File: config.mk
export PLATFORM = sky130hd
export DESIGN_NAME = can_msg_status_bank
export DESIGN_NICKNAME = d
export VERILOG_FILES = /design/src/rtl/can_stat_pkg.sv /design/src/rtl/cs_sc_decode.sv /design/src/rtl/cs_flag_cell.sv /design/src/rtl/cs_read_mux.sv /design/src/rtl/can_msg_status_bank.sv
export SDC_FILE = /design/constraint.sdc
export NUM_CORES = 1
export LEC_CHECK = 0
export ABC_AREA = 1
export BUFFER_PORTS_ARGS = -buffer_cell sky130_fd_sc_hd__buf_4
export CAP_MARGIN = 40
export CORE_MARGIN = 2
export CORE_UTILIZATION = 30
export CTS_BUF_LIST = sky130_fd_sc_hd__clkbuf_4
export CTS_CLUSTER_DIAMETER = 80
export DETAILED_ROUTE_END_ITERATION = 6
export PLACE_DENSITY = 0.59
export SYNTH_ARGS = -nofsm -noshare
export SYNTH_HDL_FRONTEND = slang
export SYNTH_SLANG_ARGS = --single-unit
File: constraint.sdc
create_clock -name clk_i -period 0.8 [get_ports clk_i]
set_input_delay 0 -clock clk_i [delete_from_list [all_inputs] [get_ports clk_i]]
set_output_delay 0 -clock clk_i [all_outputs]
set_load 0.1 [all_outputs]
File: src/rtl/can_stat_pkg.sv
package can_stat_pkg;
  localparam int RDY_BIT = 0;
  localparam int TRQ_BIT = 1;
  localparam int DN_BIT  = 2;
  localparam int FLAG_W  = 3;
  localparam int SET_OFS = 8;
endpackage

File: src/rtl/cs_sc_decode.sv
module cs_sc_decode
  import can_stat_pkg::*;
#(
  parameter int NUM_BUF = 32,
  parameter int IDX_W   = $clog2(NUM_BUF)
) (
  input  logic                           sc_wr_en_i,
  input  logic [IDX_W-1:0]               addr_i,
  input  logic [15:0]                    sc_wr_data_i,
  output logic [NUM_BUF-1:0][FLAG_W-1:0] set_o,
  output logic [NUM_BUF-1:0][FLAG_W-1:0] clr_o
);
  for (genvar g = 0; g < NUM_BUF; g++) begin : g_dec
    logic hit;
    assign hit      = sc_wr_en_i && (addr_i == IDX_W'(g));
    assign set_o[g] = hit ? sc_wr_data_i[SET_OFS +: FLAG_W] : '0;
    assign clr_o[g] = hit ? sc_wr_data_i[FLAG_W-1:0] : '0;
  end
endmodule

File: src/rtl/cs_flag_cell.sv
module cs_flag_cell
  import can_stat_pkg::*;
(
  input  logic              clk_i,
  input  logic              rst_ni,
  input  logic [FLAG_W-1:0] set_i,
  input  logic [FLAG_W-1:0] clr_i,
  input  logic              is_tx_i,
  input  logic              rx_store_i,
  input  logic              rx_remote_i,
  input  logic              tx_done_i,
  output logic [FLAG_W-1:0] flags_o,
  output logic              ovr_o
);
  logic rdy_q, trq_q, dn_q, ovr_q;
  logic rdy_d, trq_d, dn_d, ovr_d;
  logic rx_ok;

  function automatic logic sw_next(logic q, logic s, logic c);
    if (s && !c) return 1'b1;
    if (c && !s) return 1'b0;
    return q;
  endfunction

  // frame events only land on ready buffers; direction picks the event kind
  assign rx_ok = rdy_q && (is_tx_i ? rx_remote_i : rx_store_i);

  always_comb begin
    rdy_d = sw_next(rdy_q, set_i[RDY_BIT], clr_i[RDY_BIT]);
    trq_d = tx_done_i ? 1'b0 : sw_next(trq_q, set_i[TRQ_BIT], clr_i[TRQ_BIT]);
    if (rx_ok)                     dn_d = 1'b1;
    else if (tx_done_i && is_tx_i) dn_d = 1'b0;
    else                           dn_d = sw_next(dn_q, set_i[DN_BIT], clr_i[DN_BIT]);
    ovr_d = rx_ok && !is_tx_i && dn_q;
  end

  always_ff @(posedge clk_i or negedge rst_ni) begin
    if (!rst_ni) begin
      rdy_q <= 1'b0;
      trq_q <= 1'b0;
      dn_q  <= 1'b0;
      ovr_q <= 1'b0;
    end else begin
      rdy_q <= rdy_d;
      trq_q <= trq_d;
      dn_q  <= dn_d;
      ovr_q <= ovr_d;
    end
  end

  always_comb begin
    flags_o          = '0;
    flags_o[RDY_BIT] = rdy_q;
    flags_o[TRQ_BIT] = trq_q;
    flags_o[DN_BIT]  = dn_q;
  end
  assign ovr_o = ovr_q;

  AST_RX_BLOCKED_NOT_RDY: assert property (@(posedge clk_i) disable iff (!rst_ni)
    (!rdy_q && !dn_q && !set_i[DN_BIT]) |=> !dn_q);
  AST_RX_SETS_DN: assert property (@(posedge clk_i) disable iff (!rst_ni)
    (rdy_q && rx_store_i && !is_tx_i) |=> dn_q);
  AST_OVR_NEEDS_DN: assert property (@(posedge clk_i) disable iff (!rst_ni)
    ovr_q |-> ($past(dn_q) && !$past(is_tx_i)));
  AST_TX_DONE_CLR_DN: assert property (@(posedge clk_i) disable iff (!rst_ni)
    (tx_done_i && is_tx_i && !rx_remote_i) |=> !dn_q);
  AST_TX_DONE_CLR_TRQ: assert property (@(posedge clk_i) disable iff (!rst_ni)
    tx_done_i |=> !trq_q);
endmodule

File: src/rtl/cs_read_mux.sv
module cs_read_mux
  import can_stat_pkg::*;
#(
  parameter int NUM_BUF = 32,
  parameter int IDX_W   = $clog2(NUM_BUF)
) (
  input  logic [NUM_BUF-1:0][FLAG_W-1:0] flags_i,
  input  logic [IDX_W-1:0]               addr_i,
  output logic [7:0]                     rd_data_o
);
  always_comb begin
    rd_data_o = '0;
    rd_data_o[FLAG_W-1:0] = flags_i[addr_i];
  end
endmodule

File: src/rtl/can_msg_status_bank.sv
module can_msg_status_bank
  import can_stat_pkg::*;
#(
  parameter int NUM_BUF = 32,
  parameter int IDX_W   = $clog2(NUM_BUF)
) (
  input  logic               clk_i,
  input  logic               rst_ni,
  input  logic [IDX_W-1:0]   addr_i,
  output logic [7:0]         rd_data_o,
  input  logic               stat_wr_en_i,
  input  logic [7:0]         stat_wr_data_i,
  input  logic               sc_wr_en_i,
  input  logic [15:0]        sc_wr_data_i,
  input  logic [NUM_BUF-1:0] buf_is_tx_i,
  input  logic [NUM_BUF-1:0] rx_store_i,
  input  logic [NUM_BUF-1:0] rx_remote_i,
  input  logic [NUM_BUF-1:0] tx_done_i,
  output logic [NUM_BUF-1:0] tx_elig_o,
  output logic [NUM_BUF-1:0] tx_remote_o,
  output logic [NUM_BUF-1:0] rx_elig_o,
  output logic [NUM_BUF-1:0] ovr_o
);
  logic [NUM_BUF-1:0][FLAG_W-1:0] set_w, clr_w, flags_w;

  // direct status writes are accepted on the bus but dropped
  logic unused_wr;
  assign unused_wr = stat_wr_en_i ^ (^stat_wr_data_i);

  cs_sc_decode #(.NUM_BUF(NUM_BUF), .IDX_W(IDX_W)) i_dec (
    .sc_wr_en_i  (sc_wr_en_i),
    .addr_i      (addr_i),
    .sc_wr_data_i(sc_wr_data_i),
    .set_o       (set_w),
    .clr_o       (clr_w)
  );

  for (genvar g = 0; g < NUM_BUF; g++) begin : g_buf
    cs_flag_cell i_cell (
      .clk_i      (clk_i),
      .rst_ni     (rst_ni),
      .set_i      (set_w[g]),
      .clr_i      (clr_w[g]),
      .is_tx_i    (buf_is_tx_i[g]),
      .rx_store_i (rx_store_i[g]),
      .rx_remote_i(rx_remote_i[g]),
      .tx_done_i  (tx_done_i[g]),
      .flags_o    (flags_w[g]),
      .ovr_o      (ovr_o[g])
    );
    assign tx_elig_o[g]   = flags_w[g][RDY_BIT] && flags_w[g][TRQ_BIT];
    assign tx_remote_o[g] = tx_elig_o[g] && !buf_is_tx_i[g];
    assign rx_elig_o[g]   = flags_w[g][RDY_BIT];
  end

  cs_read_mux #(.NUM_BUF(NUM_BUF), .IDX_W(IDX_W)) i_rd (
    .flags_i  (flags_w),
    .addr_i   (addr_i),
    .rd_data_o(rd_data_o)
  );

  AST_TX_ELIG_NEEDS_FLAGS: assert property (@(posedge clk_i) disable iff (!rst_ni)
    (tx_elig_o != '0) |-> (rx_elig_o != '0));
  AST_RD_UPPER_ZERO: assert property (@(posedge clk_i) disable iff (!rst_ni)
    rd_data_o[7:3] == 5'd0);
endmodule

==> reports/qor.txt <==
RSZ-0062 raised after global routing - yes
Max-Cap Viols - 0
CTS max path bufs - 2
Antenna violations before repair - 1
Post-Synthesis Cells - 1,387
Commonest non-fill, non-tap cells in the layout - nand2_1, buf_4, inv_1
CTS tree - done
Fraction of layout cells with a size suffix above 1 - 46.60%
First-pass GRT wire length - 57,770 µm
#FFs+latches synth - 128
Fin. Hold Viols - 38
Total clock sinks - 128
CTS Buf Count - 17
Clock Root Buffer - clkbuf_4
Cell row count - 64
Pins Over Slew Limit - 0
Gr usage total - 22.39%
Clock Skews - 14.88 ps
I/O pin cnt - 297
Combinational fraction of design power - 57.1%
Final WS setup - -1019 ps
Detailed Route WL - 38,440 µm
Reg clk slew, reported paths - 130 ps
Largest net degree at the start of global routing - 33
Worst-Skew Late Latency - 560 ps
Lkg Pwr - 9.040 nW
Clock share of power - 16.1%
Worst Path Arrival - 1820 ps
Crit path kind - reg2out
Int Pwr - 0.01726 W
Per-cell routed wire length - 16.24 µm
Final core utilization - 61.22%
CP endpoint kind - output pin
Fin crit share - 227.4%
Placement Setup Slack - -889.4 ps
# DRC - 0
PD cells - 1655 nW/µm²
Failing checks - negative hold slack, negative setup slack
CP max FO - 2
DRT antenna net count - 0
Post-layout net count - 2,183
Mapped cell area - 9270 µm²
Starting Density - 30.38%
Detailed Routing Iterations Pass 1 - 7
Commonest non-fill, non-tap cell in the layout - nand2_1
Synth Warn # - 0
Vias in the first global route - 11,130
Placed cell count - 2,153
Area Overhead vs Synth - 101.5%
Die Wd - 179.8 µm
Net Sw Frac - 44.19%
Syn_area_per_cell - 6.684 µm²
DIE HEIGHT - 179.8 µm
Fmax - 0.5497 GHz
Switching power - 0.01366 W
Startpoint types - flop
Vias per inst - 4.657
Post-DP HPWL - 25,120 µm
VDD IR max - 0.001850 V
Tmin final - 1819 ps
Die area - 32,320 µm²
Total core area - 30,510 µm²
Gr ovfl total - 0
Layout fillers - 2,426
# port buffers - 272
Non-Filler Instances - 2,367
Vias - 11,020
HP Class - in2async
Outcome - finished, violations left
Final Setup Violations - 232
Sequential power share - 26.8%
RePlAce Congestion - 0.8362
H-tree depth - 4
Hold slack - -134.7 ps
WP data required - 800 ps
Initial drt markers - 434
Sequential element share of the synthesized area - 34.55%
Netlist cell types - 27
## state kept, by name (all words and copies together), names as in the netlist
| register | cells |
|---|---|
| g_buf.i_cell.dn_q | 32 |
| g_buf.i_cell.ovr_o | 32 |
| g_buf.i_cell.rdy_q | 32 |
| g_buf.i_cell.trq_q | 32 |
## kinds of logic (layout without fill, tap and decap cells)
logic type / after synthesis / in the layout / share of synthesized area, %
and+or+nand+nor: 693 / 693 / 29.06
buffers and inverters: 322 / 901 / 16.28
AOI/OAI and AO/OA: 179 / 179 / 11.43
DFF: 128 / 128 / 34.55
adders and majority gates: 64 / 64 / 8.638
other: 1 / 6 / 0.04045
## synth_stat cells
cell / n / area share [%]
nand2_1: 427 / 17
inv_1: 219 / 8.9
nor2_1: 217 / 8.8
dfrtp_1: 128 / 35
o21ai_0: 91 / 4.9
buf_4: 71 / 5.7
ha_1: 64 / 8.6
a21oi_1: 31 / 1.7
nor3_1: 26 / 1.4
o221ai_1: 25 / 2.4
o21a_1: 18 / 1.5
clkbuf_1: 17 / 0.69
buf_2: 10 / 0.54
nand3_1: 10 / 0.54
o211ai_1: 7 / 0.57
nand2_2: 5 / 0.34
nor2_2: 4 / 0.27
o21ai_1: 4 / 0.22
a211oi_1: 3 / 0.24
buf_6: 2 / 0.24
nor2_4: 2 / 0.24
clkbuf_4: 1 / 0.081
conb_1: 1 / 0.040
inv_2: 1 / 0.040
inv_4: 1 / 0.068
nand2_4: 1 / 0.12
nand4_1: 1 / 0.068
## metal layers
layer,up-vias,GRT usage (%),share of wire (%)
met5,-,0,0
met4,0,8.195,2.4
met3,66,3.221,3.7
met2,284,40.43,54
met1,5284,26.90,40
li1,5388,-,-
## power by group through the flow
stage	registers (W)	logic, W	clock network [W]
4_1_cts	0.00821	0.0156	0.00508
3_5_place_dp	0.00821	0.0124	0
3_3_place_gp	0.00819	0.0123	0
2_1_floorplan	0.00836	0.00829	0
5_1_grt	0.00839	0.0186	0.00532
6_report	0.00827	0.0177	0.00498
## metrics by stage
| stage | area (µm²) | setup TNS (ps) | power, W |
|---|---|---|---|
| 6_report | 18680 | -87400 | 0.03092 |
| 5_1_grt | 18680 | -101600 | 0.03228 |
| 4_1_cts | 17290 | -90460 | 0.02890 |
| 3_5_place_dp | 13380 | -73610 | 0.02061 |
| 3_3_place_gp | 13380 | -70800 | 0.02049 |
| 2_1_floorplan | 9841 | -38750 | 0.01665 |
## critical path: stages, from the launching register on
cell     delay [ps]
dfrtp_1         420
nand2_1          70
nand2_1          70
nand2_1          80
nand2_2          70
nand2_2          80
nand3_2         100
nor2_4          140
nor2_4           60
buf_12          160
## area by class of cell
cell class,count,area [µm²],share of cell area [%]
tap,396,495.5,2.653
antenna,1,2.502,0.01340
sequential,128,3203,17.15
multi-input combinational,941,6305,33.76
clock inverter,12,143.9,0.7704
clock buffer,19,142.6,0.7637
timing repair buffer,649,7383,39.53
inverter,221,1002,5.366
## final timing paths
path | to | slack [ps] | depth (start not counted) | start
max | rd_data_o[0] | -1020 | 9 | g_buf[2].i_cell.rdy_q
min | g_buf[15].i_cell.ovr_o | -130 | 2 | rst_ni
max in group asynchronous | g_buf[21].i_cell.ovr_o | 430 | 3 | rst_ni
min in group clk_i | g_buf[15].i_cell.trq_q | -100 | 5 | sc_wr_data_i[1]
min reg2reg | g_buf[31].i_cell.dn_q | 550 | 2 | g_buf[31].i_cell.dn_q
max reg2reg | g_buf[21].i_cell.dn_q | -330 | 6 | g_buf[21].i_cell.rdy_q
## what timing repair did
action / in CTS / in global routing
buffers inserted: 41 / 69
cloned: 0 / 0
setup endpoints to repair: 233 / 251
pin swaps: 89 / 108
hold buffers: 129 / 1
gates resized for setup: 593 / 311
endpoints found under the hold margin: 256 / 47
Power figures use the tool's default switching activity.
